$ cat src/rtl/sell_pkg.sv
package sell_pkg;
  localparam int unsigned LANES         = 4;
  localparam int unsigned IDX_W         = 3;
  localparam int unsigned VAL_W         = 16;
  localparam int unsigned CW_W          = 2;
  localparam int unsigned HDRS_PER_WORD = 2;
  localparam int unsigned WORD_W        = LANES * VAL_W;
  localparam int unsigned IDXV_W        = LANES * IDX_W;
  localparam int unsigned HDR_W         = 2 * IDXV_W + CW_W;

  // Packed from MSB down: width, column codes, row indices (row at bit 0).
  typedef struct packed {
    logic [CW_W-1:0]   width;
    logic [IDXV_W-1:0] col;
    logic [IDXV_W-1:0] row;
  } chunk_hdr_t;

  typedef enum logic [1:0] {
    ST_HDR = 2'd0,
    ST_CHA = 2'd1,
    ST_CHB = 2'd2
  } dec_state_e;

  function automatic chunk_hdr_t hdr_slot(input logic [WORD_W-1:0] w,
                                          input int unsigned slot);
    return chunk_hdr_t'(w[slot*HDR_W +: HDR_W]);
  endfunction
endpackage

$ cat src/rtl/sell_hdr_regs.sv
module sell_hdr_regs
  import sell_pkg::*;
(
  input  logic              clk,
  input  logic              rst_n,
  input  logic              load,
  input  logic [WORD_W-1:0] word_i,
  input  logic              sel_b,
  output chunk_hdr_t        cur_o,
  output logic [CW_W-1:0]   width_b_o
);
  chunk_hdr_t slots [HDRS_PER_WORD];

  generate
    for (genvar g = 0; g < HDRS_PER_WORD; g++) begin : g_slot
      chunk_hdr_t slot_q;
      always_ff @(posedge clk or negedge rst_n) begin
        if (!rst_n) begin
          slot_q <= '0;
        end else if (load) begin
          slot_q <= hdr_slot(word_i, g);
        end
      end
      assign slots[g] = slot_q;
    end
  endgenerate

  assign cur_o     = sel_b ? slots[1] : slots[0];
  assign width_b_o = slots[1].width;
endmodule

$ cat src/rtl/sell_chunk_seq.sv
module sell_chunk_seq
  import sell_pkg::*;
(
  input  logic            clk,
  input  logic            rst_n,
  input  logic            start,
  input  logic            in_valid,
  input  logic            out_ready,
  input  logic [CW_W-1:0] width_a_i,
  input  logic [CW_W-1:0] width_b_i,
  output dec_state_e      state_o,
  output logic            in_ready_o,
  output logic            hdr_load_o,
  output logic            present_o,
  output logic            last_o
);
  dec_state_e      state_q, state_d;
  logic [CW_W-1:0] remain_q, remain_d;
  logic            draining;
  logic            fire;
  logic            upd_en;

  always_comb begin
    draining   = (state_q != ST_HDR);
    in_ready_o = !start && (draining ? out_ready : 1'b1);
    hdr_load_o = !start && !draining && in_valid;
    present_o  = !start && draining && in_valid;
    fire       = present_o && out_ready;
    last_o     = fire && (remain_q == '0);
  end

  always_comb begin
    state_d  = state_q;
    remain_d = remain_q;
    if (start) begin
      state_d  = ST_HDR;
      remain_d = '0;
    end else begin
      unique case (state_q)
        ST_HDR: begin
          if (hdr_load_o) begin
            state_d  = ST_CHA;
            remain_d = width_a_i;
          end
        end
        ST_CHA: begin
          if (fire) begin
            if (last_o) begin
              state_d  = ST_CHB;
              remain_d = width_b_i;
            end else begin
              remain_d = remain_q - 1'b1;
            end
          end
        end
        ST_CHB: begin
          if (fire) begin
            if (last_o) begin
              state_d = ST_HDR;
            end else begin
              remain_d = remain_q - 1'b1;
            end
          end
        end
        default: begin
          state_d  = ST_HDR;
          remain_d = '0;
        end
      endcase
    end
  end

  assign upd_en = start || hdr_load_o || fire;

  always_ff @(posedge clk or negedge rst_n) begin
    if (!rst_n) begin
      state_q  <= ST_HDR;
      remain_q <= '0;
    end else if (upd_en) begin
      state_q  <= state_d;
      remain_q <= remain_d;
    end
  end

  assign state_o = state_q;
endmodule

$ cat src/rtl/sell_lane_fmt.sv
module sell_lane_fmt
  import sell_pkg::*;
(
  input  logic              draining,
  input  logic              present,
  input  chunk_hdr_t        hdr,
  input  logic [WORD_W-1:0] word,
  output logic [LANES-1:0]  lane_valid,
  output logic [IDXV_W-1:0] row_idx,
  output logic [IDXV_W-1:0] col_code,
  output logic [WORD_W-1:0] value
);
  generate
    for (genvar k = 0; k < LANES; k++) begin : g_lane
      assign lane_valid[k]              = present;
      assign row_idx[k*IDX_W +: IDX_W]  = draining ? hdr.row[k*IDX_W +: IDX_W] : '0;
      assign col_code[k*IDX_W +: IDX_W] = draining ? hdr.col[k*IDX_W +: IDX_W] : '0;
      assign value[k*VAL_W +: VAL_W]    = present  ? word[k*VAL_W +: VAL_W]    : '0;
    end
  endgenerate
endmodule

$ cat src/rtl/sell_stream_decoder.sv
module sell_stream_decoder
  import sell_pkg::*;
(
  input  logic              clk,
  input  logic              rst_n,
  input  logic              start,
  input  logic              in_valid,
  input  logic [WORD_W-1:0] in_data,
  output logic              in_ready,
  input  logic              out_ready,
  output logic [LANES-1:0]  lane_valid,
  output logic [IDXV_W-1:0] row_idx,
  output logic [IDXV_W-1:0] col_code,
  output logic [WORD_W-1:0] value,
  output logic              chunk_done
);
  dec_state_e      state;
  logic            hdr_load;
  logic            present;
  logic            last;
  chunk_hdr_t      cur_hdr;
  chunk_hdr_t      new_hdr_a;
  logic [CW_W-1:0] width_b;

  assign new_hdr_a = hdr_slot(in_data, 0);

  sell_hdr_regs i_hdr_regs (
    .clk       (clk),
    .rst_n     (rst_n),
    .load      (hdr_load),
    .word_i    (in_data),
    .sel_b     (state == ST_CHB),
    .cur_o     (cur_hdr),
    .width_b_o (width_b)
  );

  sell_chunk_seq i_seq (
    .clk        (clk),
    .rst_n      (rst_n),
    .start      (start),
    .in_valid   (in_valid),
    .out_ready  (out_ready),
    .width_a_i  (new_hdr_a.width),
    .width_b_i  (width_b),
    .state_o    (state),
    .in_ready_o (in_ready),
    .hdr_load_o (hdr_load),
    .present_o  (present),
    .last_o     (last)
  );

  sell_lane_fmt i_lanes (
    .draining   (state != ST_HDR),
    .present    (present),
    .hdr        (cur_hdr),
    .word       (in_data),
    .lane_valid (lane_valid),
    .row_idx    (row_idx),
    .col_code   (col_code),
    .value      (value)
  );

  assign chunk_done = last;
endmodule

$ cat config.mk
export PLATFORM = sky130hd
export DESIGN_NAME = sell_stream_decoder
export DESIGN_NICKNAME = d
export VERILOG_FILES = /design/src/rtl/sell_pkg.sv /design/src/rtl/sell_hdr_regs.sv /design/src/rtl/sell_chunk_seq.sv /design/src/rtl/sell_lane_fmt.sv /design/src/rtl/sell_stream_decoder.sv
export SDC_FILE = /design/constraint.sdc
export NUM_CORES = 1
export LEC_CHECK = 0
export BUFFER_PORTS_ARGS = -buffer_cell sky130_fd_sc_hd__buf_2
export CORE_ASPECT_RATIO = 0.9
export CORE_UTILIZATION = 43
export CTS_CLUSTER_DIAMETER = 60
export DETAILED_ROUTE_END_ITERATION = 8
export GPL_TIMING_DRIVEN = 0
export PLACE_DENSITY = 0.77
export SYNTH_ARGS = -nofsm -noshare
export SYNTH_HDL_FRONTEND = slang
export SYNTH_HIERARCHICAL = 1
export SYNTH_SLANG_ARGS = --single-unit
$ cat constraint.sdc
create_clock -name clk -period 1.3 [get_ports clk]
set_input_delay 0.065 -clock clk [delete_from_list [all_inputs] [get_ports clk]]
set_output_delay 0.065 -clock clk [all_outputs]
set_load 0.05 [all_outputs]
==> flow_summary.yaml <==
worst_setup_path:
  cp_max_fo: 10
  crit_type: "register to output pin"
  required_ns: 1.24
  worst_ep_arrival_time_ns: 1.83
  critPathLaunchType: "register"
  worst_setup_path_end_kind: "output pin"
cts:
  root_buffer: "clkbuf_8"
  h-tree-depth: 2
  cts_tree: "done"
  clk_path_buf_depth: 2
  numCtsBuffers: 5
  clk_pin_slew_worst_paths_ns: 0.11
  clock_latency_ns: 0.31
  clock-sinks: 54
detailed_routing:
  wl_met2_um: 7801
  dr.pass1.iters: 6
  postRouteAntennaNets: 0
  routed_via_density: 5.182
  dr_total_vias: 3213
  routed_wl_um: 13770
  drc: 16
  avgRoutedWirePerCell_um: 22.20
  drtIter0Drc: 90
  m1WireLength_um: 4874
  routed-wl-met3_um: 704
  top_layer: "met4"
synth:
  synth_nets: 349
  netlist_instances: 279
  netlist_area_um2: 3567
  yosys_warnings: 6
  synth_area_per_cell_um2: 12.79
final_layout:
  seq_area_um2: 1354
  final_common_cell: "and2_4"
  num-nets-final: 589
  syn2layout_area_growth_pct: 90.14
  drive_gt1_frac: 0.8173
  layout_common_cells: "90 x and2_4, 82 x buf_8, 74 x mux2_4"
  multi_input_area_um2: 2220
  n_fill_cell: 368
timing:
  worst_slew_pin_slew_ns: 0.5700
  finalCriticalPeriod_ns: 1.891
  skew_ns: 0.006042
  finalCritPeriodShare: 1.455
  slew_violations: 0
  whs_ns: 0.003211
  max_freq_mhz: 528.8
  slew_headroom: 0.6200
  rsz0062_at_grt: "yes"
  setup_viol: 148
  setup_ws_ns: -0.5911
  finalSetupTns_ns: -67.16
  hold_violations: 0
placed_design:
  place_hpwl_um: 6648
  routabilityCongestion: 0.8261
  port_buffers: 162
  pre_cts_ws_ns: -0.5371
floorplan:
  die_w_um: 98.01
  initial_core_util: 0.4443
  die_height_um: 88.41
  coreArea_um2: 8029
  pin_count: 163
  rows: 31
  die_area_um2: 8664
global_routing:
  grt.total_usage: 0.2966
  grt_max_degree: 55
  grt_pass1_vias: 3428
  grt-ovfl-total: 0
  grt_antenna_before_repair: 0
  grt_first_pass_wirelength_um: 18950
pwr:
  p_sw_frac: 0.3505
  vdd.ir_drop.worst_mv: 0.6426
  p_per_area_nw_per_um2: 1096
  power.total_uw: 7436
  leakagePower_uw: 0.003248
  switchingPower_uw: 2607
  p_comb_frac: 0.523
  p_clk_frac: 0.157
  p_int_uw: 4830
  p_seq_frac: 0.321
outcome:
  violations: "DRC, setup timing"
  status: "finished with violations"
flow_run:
  cap_violations: 0
hold_path:
  min_path_type: "primary input to register"
[stage by stage]
stage               instance area (um^2)  std cells  utilization
finish                              6783        620       0.8448
global route                        6780        619       0.8445
CTS                                 6600        606       0.8220
detailed placement                  4609        540       0.5741
global placement                    4609        540       0.5741
floorplan                           3675        279            -
[layout make-up]
cell class                      count  share of cell area
Clock buffer                        6             0.01070
Tap cell                           99             0.01826
Buffer                             21             0.04685
Sequential cell                    54              0.1996
Inverter                            3            0.001660
Multi-Input combinational cell    198              0.3272
Antenna cell                        1           0.0003689
Clock inverter                      2            0.005534
Timing Repair Buffer              236              0.3898
[state kept, by name, indices dropped and copies added (netlist names)]
signal,flops
i_hdr_regs/g_slot.slot_q,48
i_hdr_regs/width_b_o,2
i_seq/state_o,2
i_seq/remain_q,2
[path summary, 6_finish.rpt]
check                                                      from  cells past startpoint                               to  slack [ns]
worst max register to register                 i_seq/state_o[0]                      8  i_hdr_regs/g_slot[1].slot_q[17]       -0.47
worst min-delay path                                in_data[29]                      2   i_hdr_regs/g_slot[1].slot_q[3]       0.003
min in group asynchronous                                 rst_n                      2   i_hdr_regs/g_slot[0].slot_q[7]        0.26
worst max-delay path                           i_seq/state_o[0]                      6                       row_idx[8]       -0.59
worst min register to register  i_hdr_regs/g_slot[1].slot_q[19]                      1  i_hdr_regs/g_slot[1].slot_q[19]        0.52
max in group asynchronous                                 rst_n                      3                 i_seq/state_o[0]        0.44
[power by group through the flow]
stage                     logic [uW]  clock network, uW  registers (uW)
final                           3890               1160            2380
after detailed placement        2800                  0            2370
after floorplan                 2290                  0            2280
after CTS                       3700               1170            2340
after global placement          2760                  0            2340
after global routing            4040               1230            2420
[critical path, cell delays in order (launching register included)]
cell and delay, ns:
dfrtp_2 0.46, nor2b_4 0.14, buf_12 0.14, buf_12 0.15, mux2_4 0.31, and2_4 0.17
buf_6 0.15
[metal layers]
metal	global-route usage	up-vias
li1	-	1419
met1	0.3302	1603
met2	0.5595	156
met3	0.05213	35
met4	0.1391	0
met5	0	-
[repair_timing]
item / in CTS / in global routing
cloned: 12 / 0
endpoints found under the setup margin: 146 / 148
hold endpoints to repair: 20 / 26
pin swaps: 7 / 9
buffers inserted: 26 / 18
gates resized for setup: 368 / 44
hold buffers: 20 / 4
No activity file was read; power rests on OpenSTA's default activity.
